--- src/rtl/rd_width_matcher.sv ---
module rd_width_matcher #(
  parameter int LW = 36
) (
  input  logic          clk,
  input  logic          rst_n,
  input  logic [1:0]    size_sel,
  input  logic          big_endian,
  input  logic [LW-1:0] fifo_data,
  input  logic          fifo_valid,
  output logic          fifo_pop,
  input  logic          rd_en,
  output logic [LW-1:0] rd_data,
  output logic          rd_avail,
  output logic          rd_last,
  output logic          lw_done
);
  localparam int HW = LW / 2;
  localparam int QW = LW / 4;
  localparam logic [1:0] SZ_WORD = 2'd1;
  localparam logic [1:0] SZ_BYTE = 2'd2;

  logic [1:0] size_q;
  logic       be_q;
  logic [1:0] cnt;
  logic [1:0] last_idx;
  logic [1:0] slot;
  logic       take;

  always_ff @(posedge clk) begin
    if (!rst_n) begin
      size_q <= size_sel;
      be_q   <= big_endian;
    end
  end

  assign last_idx = (size_q == SZ_BYTE) ? 2'd3 : (size_q == SZ_WORD) ? 2'd1 : 2'd0;
  assign rd_last  = (cnt == last_idx);
  assign rd_avail = rst_n && fifo_valid;
  assign take     = rd_avail && rd_en;
  assign fifo_pop = take && rd_last;
  assign slot     = be_q ? (last_idx - cnt) : cnt;

  always_ff @(posedge clk) begin
    if (!rst_n) begin
      cnt     <= '0;
      lw_done <= 1'b0;
    end else begin
      lw_done <= fifo_pop;
      if (take) cnt <= rd_last ? 2'd0 : cnt + 2'd1;
    end
  end

  always_comb begin
    rd_data = '0;
    case (size_q)
      SZ_BYTE: rd_data[QW-1:0] = fifo_data[slot*QW +: QW];
      SZ_WORD: rd_data[HW-1:0] = fifo_data[slot[0]*HW +: HW];
      default: rd_data = fifo_data;
    endcase
  end


  pop_needs_read_chk: assert property (@(posedge clk) disable iff (!rst_n)
    fifo_pop |-> (rd_en && fifo_valid));


  done_follows_pop_chk: assert property (@(posedge clk) disable iff (!rst_n)
    fifo_pop |=> lw_done);


  done_only_after_pop_chk: assert property (@(posedge clk) disable iff (!rst_n)
    lw_done |-> $past(fifo_pop));


  stall_holds_count_chk: assert property (@(posedge clk) disable iff (!rst_n)
    !fifo_valid |=> $stable(cnt));


  cfg_frozen_chk: assert property (@(posedge clk) disable iff (!rst_n)
    $past(rst_n) |-> $stable({size_q, be_q}));


  narrow_upper_zero_chk: assert property (@(posedge clk) disable iff (!rst_n)
    (size_q == SZ_BYTE || size_q == SZ_WORD) |-> (rd_data[LW-1:HW] == '0));


  count_in_range_chk: assert property (@(posedge clk) disable iff (!rst_n)
    cnt <= last_idx);
endmodule

--- config.mk ---
export PLATFORM = sky130hd
export DESIGN_NAME = rd_width_matcher
export DESIGN_NICKNAME = d
export VERILOG_FILES = /design/src/rtl/rd_width_matcher.sv
export SDC_FILE = /design/constraint.sdc
export NUM_CORES = 1
export LEC_CHECK = 0
export BUFFER_PORTS_ARGS = -buffer_cell sky130_fd_sc_hd__buf_2
export CORE_UTILIZATION = 40
export CTS_CLUSTER_SIZE = 24
export DETAILED_ROUTE_END_ITERATION = 16
export GPL_ROUTABILITY_DRIVEN = 0
export PLACE_DENSITY = 0.92
export SLEW_MARGIN = 15
export SYNTH_ARGS = -nofsm -noshare
export SYNTH_HDL_FRONTEND = slang
export SYNTH_SLANG_ARGS = --single-unit
--- constraint.sdc ---
create_clock -name clk -period 8.2 [get_ports clk]
set_input_delay 1.23 -clock clk [delete_from_list [all_inputs] [get_ports clk]]
set_output_delay 1.23 -clock clk [all_outputs]
set_load 0.005 [all_outputs]
==> results by group, run 1 <==
Yosys
  – Cell Area, Synth: 1087 um2
  – Share of flip-flops with an asynchronous set or reset: 0%
  – Post-synthesis sequential element count: 6
  – Syn avg cell area: 7.936 um2
  – Mapped Cells: 137
  – Share of the synthesized area in the top cell type: 11.51%
  – Synth area leaders: and2_1 (12%), edfxtp_1 (8.3%), mux4_2 (8.3%)
  – Area leader, netlist: and2_1
  – Warnings from Yosys: 0
  – Post-synthesis sequential area ratio: 13.81%
  – Primary FF master, synth: edfxtp_1
  – Count leader, synth: and2_1
  – Top cells by count, synth: and2_1 (20), nand2_1 (14), a21oi_1 (11)
  – Synth cell types: 33
  – Syn Nets: 184
  – Number of synthesized flops with an enable pin: 3

Floorplanning
  – Initial Utilization: 43.11%
  – Die height: 54.14 um
  – Row count: 18
  – Top Ports: 83
  – Core ar.: 2522 um2
  – Die area: 2931 um2
  – Die X-Extent: 54.14 um

Timing
  – Setup_tns: 0 ns
  – Max Freq: 198.8 MHz
  – Worst hold margin: 0.5320 ns
  – Worst slew margin: 30.24%
  – Slew Limit Fails: 0
  – RSZ-0062 raised after global routing: false
  – Clk_skew: 0.005101 ns
  – Final setup fails: 0
  – Slew @ Worst Pin: 1.046 ns
  – Final count of hold timing violations: 0
  – Period Utilization, post-route: 61.35%
  – Min Tclk post-route: 5.031 ns

Clocking
  – TritonCTS Buffers: 3
  – Post-CTS Setup Repair Bufs: 0
  – CTS Hold Bufs: 0
  – H-tree levels: 1
  – CTS root buf: clkbuf_4
  – Clock Latency Late Sink: 0.25 ns
  – Gates resized, CTS repair: 0
  – Clock slew at reported path FFs: 0.05 ns
  – CTS max path bufs: 2
  – Clock sink count: 6
  – TritonCTS clock tree: built

Critical path
  – Slowest CP cell: ha_1
  – Critical Path End Type: output port
  – CP top delay family: adder cells
  – Crit-path max FO: 43
  – CP Data Arrival Time: 3.80 ns
  – Critical-path cell list: ha_1, ha_1, xor2_1, nand2_1, xor2_1, buf_4, mux4_2, a221o_1, buf_2
  – Setup crit start kind: flip-flop
  – CP Buf/Inv Count: 2
  – Critical Path RT: 6.97 ns
  – Slowest stage delay, CP: 0.99 ns
  – CP Class: reg2out

Global routing
  – Antenna violations before repair: 0
  – GRT overflow: 0
  – Global Route Usage Sum: 23.71%
  – Largest net degree at the start of global routing: 44
  – Via count of the first global-routing pass: 1134
  – First-pass GRT wire length: 4968 um

Detailed routing
  – DRT antenna net count: 0
  – Initial DRC count: 33
  – Vias/cell: 5.667
  – DRC viols: 0
  – Detailed-route wire length: 3300 um
  – DR pass1 iterations: 4
  – DR WL/cell: 13.58 um
  – Overall via count from detail_route: 1377

Pwr
  – Leak pwr: 0.7732 nW
  – Combinational share of power: 65.2%
  – Switching pwr: 0.00007897 W
  – Switching share of power: 40.61%
  – PD cells: 127.3 nW/um2
  – Peak supply drop: 0.08486 mV
  – Power Internal: 0.0001155 W
  – Clock share of power: 16.4%
  – Sequential power share: 18.5%

Placement
  – HPWL after detailed placement: 2500 um
  – IO Port Bufs: 82

Job
  – Max_cap viols: 0

Status
  – Status: finished clean

Finish
  – P&R area growth vs syn: 40.51%
  – Fillers: 257
  – Share of post-route cells with drive strength above 1: 46.01%
  – Diodes inserted: 0
  – Layout Nets: 261

Min path
  – Worst min path class: reg2reg
==> kinds of logic after synthesis <==
group	synth area share (%)
xor gates and xnor gates	2.417
AOI/OAI and AO/OA	27.39
adders and majority gates	4.603
and+or+nand+nor	26.81
DFF	13.81
buffers and inverters	5.983
muxes	18.99
==> area by class of cell <==
type,instances,area [um2],area share (%)
multi-input combinational,116,880.8,57.66
timing repair buffer,83,417.9,27.35
sequential,6,150.1,9.828
tap,30,37.54,2.457
clock buffer,4,26.28,1.720
inverter,4,15.01,0.9828
==> sequential cells by signal, indices dropped and copies added (netlist names) <==
signal   cells
lw_done      1
be_q         1
size_q       2
cnt          2
==> worst paths after layout <==
path | startpoint | endpoint | slack, ns | cells past startpoint
max | size_q[1] | rd_data[2] | 3.17 | 9
min | cnt[1] | cnt[1] | 0.53 | 2
max reg2reg | size_q[1] | cnt[1] | 5.36 | 5
min reg2reg | cnt[1] | cnt[1] | 0.53 | 2
==> worst register-to-register path, delay by kind of cell, from the launching register on <==
family	cells	cell delay, ns
compound gates	1	0.15
fa+ha+maj	2	1.39
flops	1	0.38
simple gates	2	0.85
==> routing by layer <==
metal | vias to the layer above | track usage (%) | wire (um)
met5 | - | 0 | 0
met4 | 0 | 6.410 | 17
met3 | 2 | 4.802 | 270
met2 | 76 | 41.87 | 1668
met1 | 629 | 28.67 | 1343
li1 | 670 | - | -
==> stage by stage <==
stage / area, um2 / utilization (%) / power [W] / std cells / worst slack (ns)
floorplan: 1087 / - / 0.0001158 / 137 / 4.566
global placement: 1498 / 59.38 / 0.0001603 / 239 / 3.503
detailed placement: 1498 / 59.38 / 0.0001626 / 239 / 3.460
CTS: 1524 / 60.42 / 0.0001955 / 243 / 3.166
global route: 1528 / 60.57 / 0.0002149 / 243 / 2.875
finish: 1528 / 60.57 / 0.0001944 / 243 / 3.169
==> power by group through the flow <==
stage	sequential (W)	clock, W	combinational [W]
6_report	0.0000359	0.0000319	0.000127
5_1_grt	0.0000363	0.0000363	0.000142
4_1_cts	0.0000357	0.0000327	0.000127
3_5_place_dp	0.0000363	0	0.000126
3_3_place_gp	0.0000361	0	0.000124
2_1_floorplan	0.0000358	0	0.0000801
==> placed cells by master, fill, tap and decap left out, drive strengths merged <==
master and instances:
mux2 3, and2 20, clkbuf 4, mux2i 3, a22oi 7, dfxtp 3
a21boi 2, or3b 2, nor2b 5, inv 4, nor3 1, nand2 14
and3 2, a221o 6, a22o 3, a21o 1, mux4 6, a21oi 11
ha 4, nand3 3, xnor2 1, nor2 4, o311ai 3, nor3b 1
edfxtp 3, or4b 1, buf 83, xor2 2, o21ai 11
No activity file was read; power rests on OpenSTA's default activity.
==> run 2, diff against run 1 <==
clock period = 4.8 ns   (was 8.2 ns; I/O delays follow)
==> run 2 against run 1 <==
  * Register-to-register slack got worse by 3.0 ns
  * Sequential share of layout area decreased by 0.12 points
  * Clock-buffer cell count unchanged
  * Combinational power increased by 74%
  * Largest cell class unchanged
  * Total power increased by 72%
  * Clock skew decreased by 0.0032 ns
  * Die area unchanged
==> results by group, run 2 (same netlist as run 1, synthesis figures left out) <==
Status
  – Status: finished clean (unchanged)

Global routing
  – Via count of the first global-routing pass: 1181 (was 1134)
  – First-pass GRT wire length: 4988 um (was 4968 um)
  – Largest net degree at the start of global routing: 44 (unchanged)
  – GRT overflow: 0 (unchanged)
  – Antenna violations before repair: 0 (unchanged)
  – Global Route Usage Sum: 22.94% (was 23.71%)

Critical path
  – Critical Path End Type: output port (unchanged)
  – Critical-path cell list: ha_1, buf_4, ha_1, xor2_1, nand2_1, xor2_1, buf_4, mux4_1, a221o_1, buf_2 (was ha_1, ha_1, xor2_1, nand2_1, xor2_1, buf_4, mux4_2, a221o_1, buf_2)
  – Critical Path RT: 4.08 ns (was 6.97 ns)
  – Slowest CP cell: mux4_1 (was ha_1)
  – CP Class: reg2out (unchanged)
  – CP Buf/Inv Count: 3 (was 2)
  – Crit-path max FO: 43 (unchanged)
  – CP Data Arrival Time: 3.05 ns (was 3.80 ns)
  – Worst Reg-to-Reg Cells: 6 (was 5)
  – Cell depth of the worst setup path: 10 (was 9)
  – Slowest stage delay, CP: 0.57 ns (was 0.99 ns)
  – Setup crit start kind: flip-flop (unchanged)
  – CP top delay family: buffers and inverters (was adder cells)

Detailed routing
  – DR pass1 iterations: 4 (unchanged)
  – Vias/cell: 5.508 (was 5.667)
  – Overall via count from detail_route: 1355 (was 1377)
  – DRC viols: 0 (unchanged)
  – Detailed-route wire length: 3263 um (was 3300 um)
  – DRT antenna net count: 0 (unchanged)
  – DR WL/cell: 13.26 um (was 13.58 um)
  – Initial DRC count: 21 (was 33)

Finish
  – P&R area growth vs syn: 42.23% (was 40.51%)
  – Fin cells: 246 (was 243)
  – Most frequent cells in the layout: buf_2 (82), and2_1 (20), nand2_1 (14) (unchanged)
  – Share of post-route cells with drive strength above 1: 46.30% (was 46.01%)
  – Commonest non-fill, non-tap cell in the layout: buf_2 (unchanged)
  – Layout Nets: 264 (was 261)
  – Fillers: 265 (was 257)
  – Largest regs: cnt x2, size_q x2 (unchanged)
  – Final instance area: 1546 um2 (was 1528 um2)
  – FF/Latch Area: 150.1 um2 (unchanged)
  – Area of the multi-input gates: 877.1 um2 (was 880.8 um2)
  – Diodes inserted: 0 (unchanged)

Floorplanning
  – Top Ports: 83 (unchanged)
  – Die area: 2931 um2 (unchanged)
  – Initial Utilization: 43.11% (unchanged)
  – Row count: 18 (unchanged)
  – Core ar.: 2522 um2 (unchanged)
  – Die height: 54.14 um (unchanged)
  – Die X-Extent: 54.14 um (unchanged)

Clocking
  – CTS Hold Bufs: 0 (unchanged)
  – CTS root buf: clkbuf_4 (unchanged)
  – Clock Latency Late Sink: 0.25 ns (about the same)
  – CTS max path bufs: 2 (unchanged)
  – Gates resized, CTS repair: 0 (unchanged)
  – TritonCTS clock tree: built (unchanged)
  – TritonCTS Buffers: 3 (unchanged)
  – H-tree levels: 1 (unchanged)
  – Post-CTS Setup Repair Bufs: 0 (unchanged)
  – Clock sink count: 6 (unchanged)
  – Clock slew at reported path FFs: 0.05 ns (about the same)

Timing
  – Clk_skew: 0.001929 ns (was 0.005101 ns)
  – Slew Limit Fails: 0 (unchanged)
  – Max Freq: 265.2 MHz
  – Min Tclk post-route: 3.770 ns
  – Period Utilization, post-route: 78.55%
  – Slew @ Worst Pin: 0.7919 ns (was 1.046 ns)
  – RSZ-0062 raised after global routing: false (unchanged)
  – Final setup fails: 0 (unchanged)
  – Final count of hold timing violations: 0 (unchanged)
  – Setup_tns: 0 ns (unchanged)
  – Worst slew margin: 47.10% (was 30.24%)

Placement
  – Placement Cell Area: 1520 um2 (was 1498 um2)
  – HPWL after detailed placement: 2479 um (was 2500 um)
  – Placed insts: 242 (was 239)
  – IO Port Bufs: 82 (unchanged)

Pwr
  – Leak pwr: 0.7867 nW (was 0.7732 nW)
  – Peak supply drop: 0.1252 mV (was 0.08486 mV)
  – Tot Pwr: 0.0003353 W (was 0.0001944 W)
  – PD cells: 216.8 nW/um2 (was 127.3 nW/um2)

Min path
  – Hold depth: 2 (unchanged)
  – Worst min path class: reg2reg (unchanged)

Job
  – Max_cap viols: 0 (unchanged)
run 2: cell count changes in the layout (fill, tap and decap cells not counted):
cell	change
o21ai_1	+1
buf_4	+3
o21ai_2	-1
run 2: final timing paths:
check	endpoint	slack, ns	from
hold reg to reg	cnt[1]	0.55	cnt[1]
setup reg to reg	cnt[1]	2.39	size_q[1]
setup / recovery	rd_data[8]	1.03	size_q[1]
hold / removal	cnt[1]	0.55	cnt[1]
run 2: metrics by stage:
| stage | setup slack (ns) | util [%] | hold slack (ns) |
|---|---|---|---|
| 2_1_floorplan | 1.676 | - | 0.4936 |
| 3_3_place_gp | 1.354 | 60.27 | 0.5186 |
| 3_5_place_dp | 1.278 | 60.27 | 0.5448 |
| 4_1_cts | 1.016 | 61.31 | 0.5515 |
| 5_1_grt | 0.7959 | 61.31 | 0.5695 |
| 6_report | 1.030 | 61.31 | 0.5545 |
run 2: area by class of cell:
type	instances	area share, %
sequential	6	9.709
multi-input combinational	116	56.72
clock buffer	4	1.699
tap	30	2.427
inverter	4	0.9709
timing repair buffer	86	28.48
run 2: report_power, final:
part / internal [W] / switching, W / leakage (nW)
logic: 0.000111 / 0.000109 / 0.718
registers: 0.0000575 / 0.00000331 / 0.0537
clock network: 0.0000318 / 0.0000223 / 0.0150
run 2: worst reg2reg max path: cells and delay by family, from the launching register on:
family	cells	cell delay (ns)
simple gates	2	0.84
flops	1	0.38
fa+ha+maj	2	0.60
compound gates	1	0.19
buf+inv	1	0.32
run 2: routing by layer:
metal	vias to the layer above	part of all wire, %	GRT usage, %
li1	674	-	-
met1	613	41	28.45
met2	64	51	42.07
met3	4	7.5	1.695
met4	0	0.80	5.556
met5	-	0	0
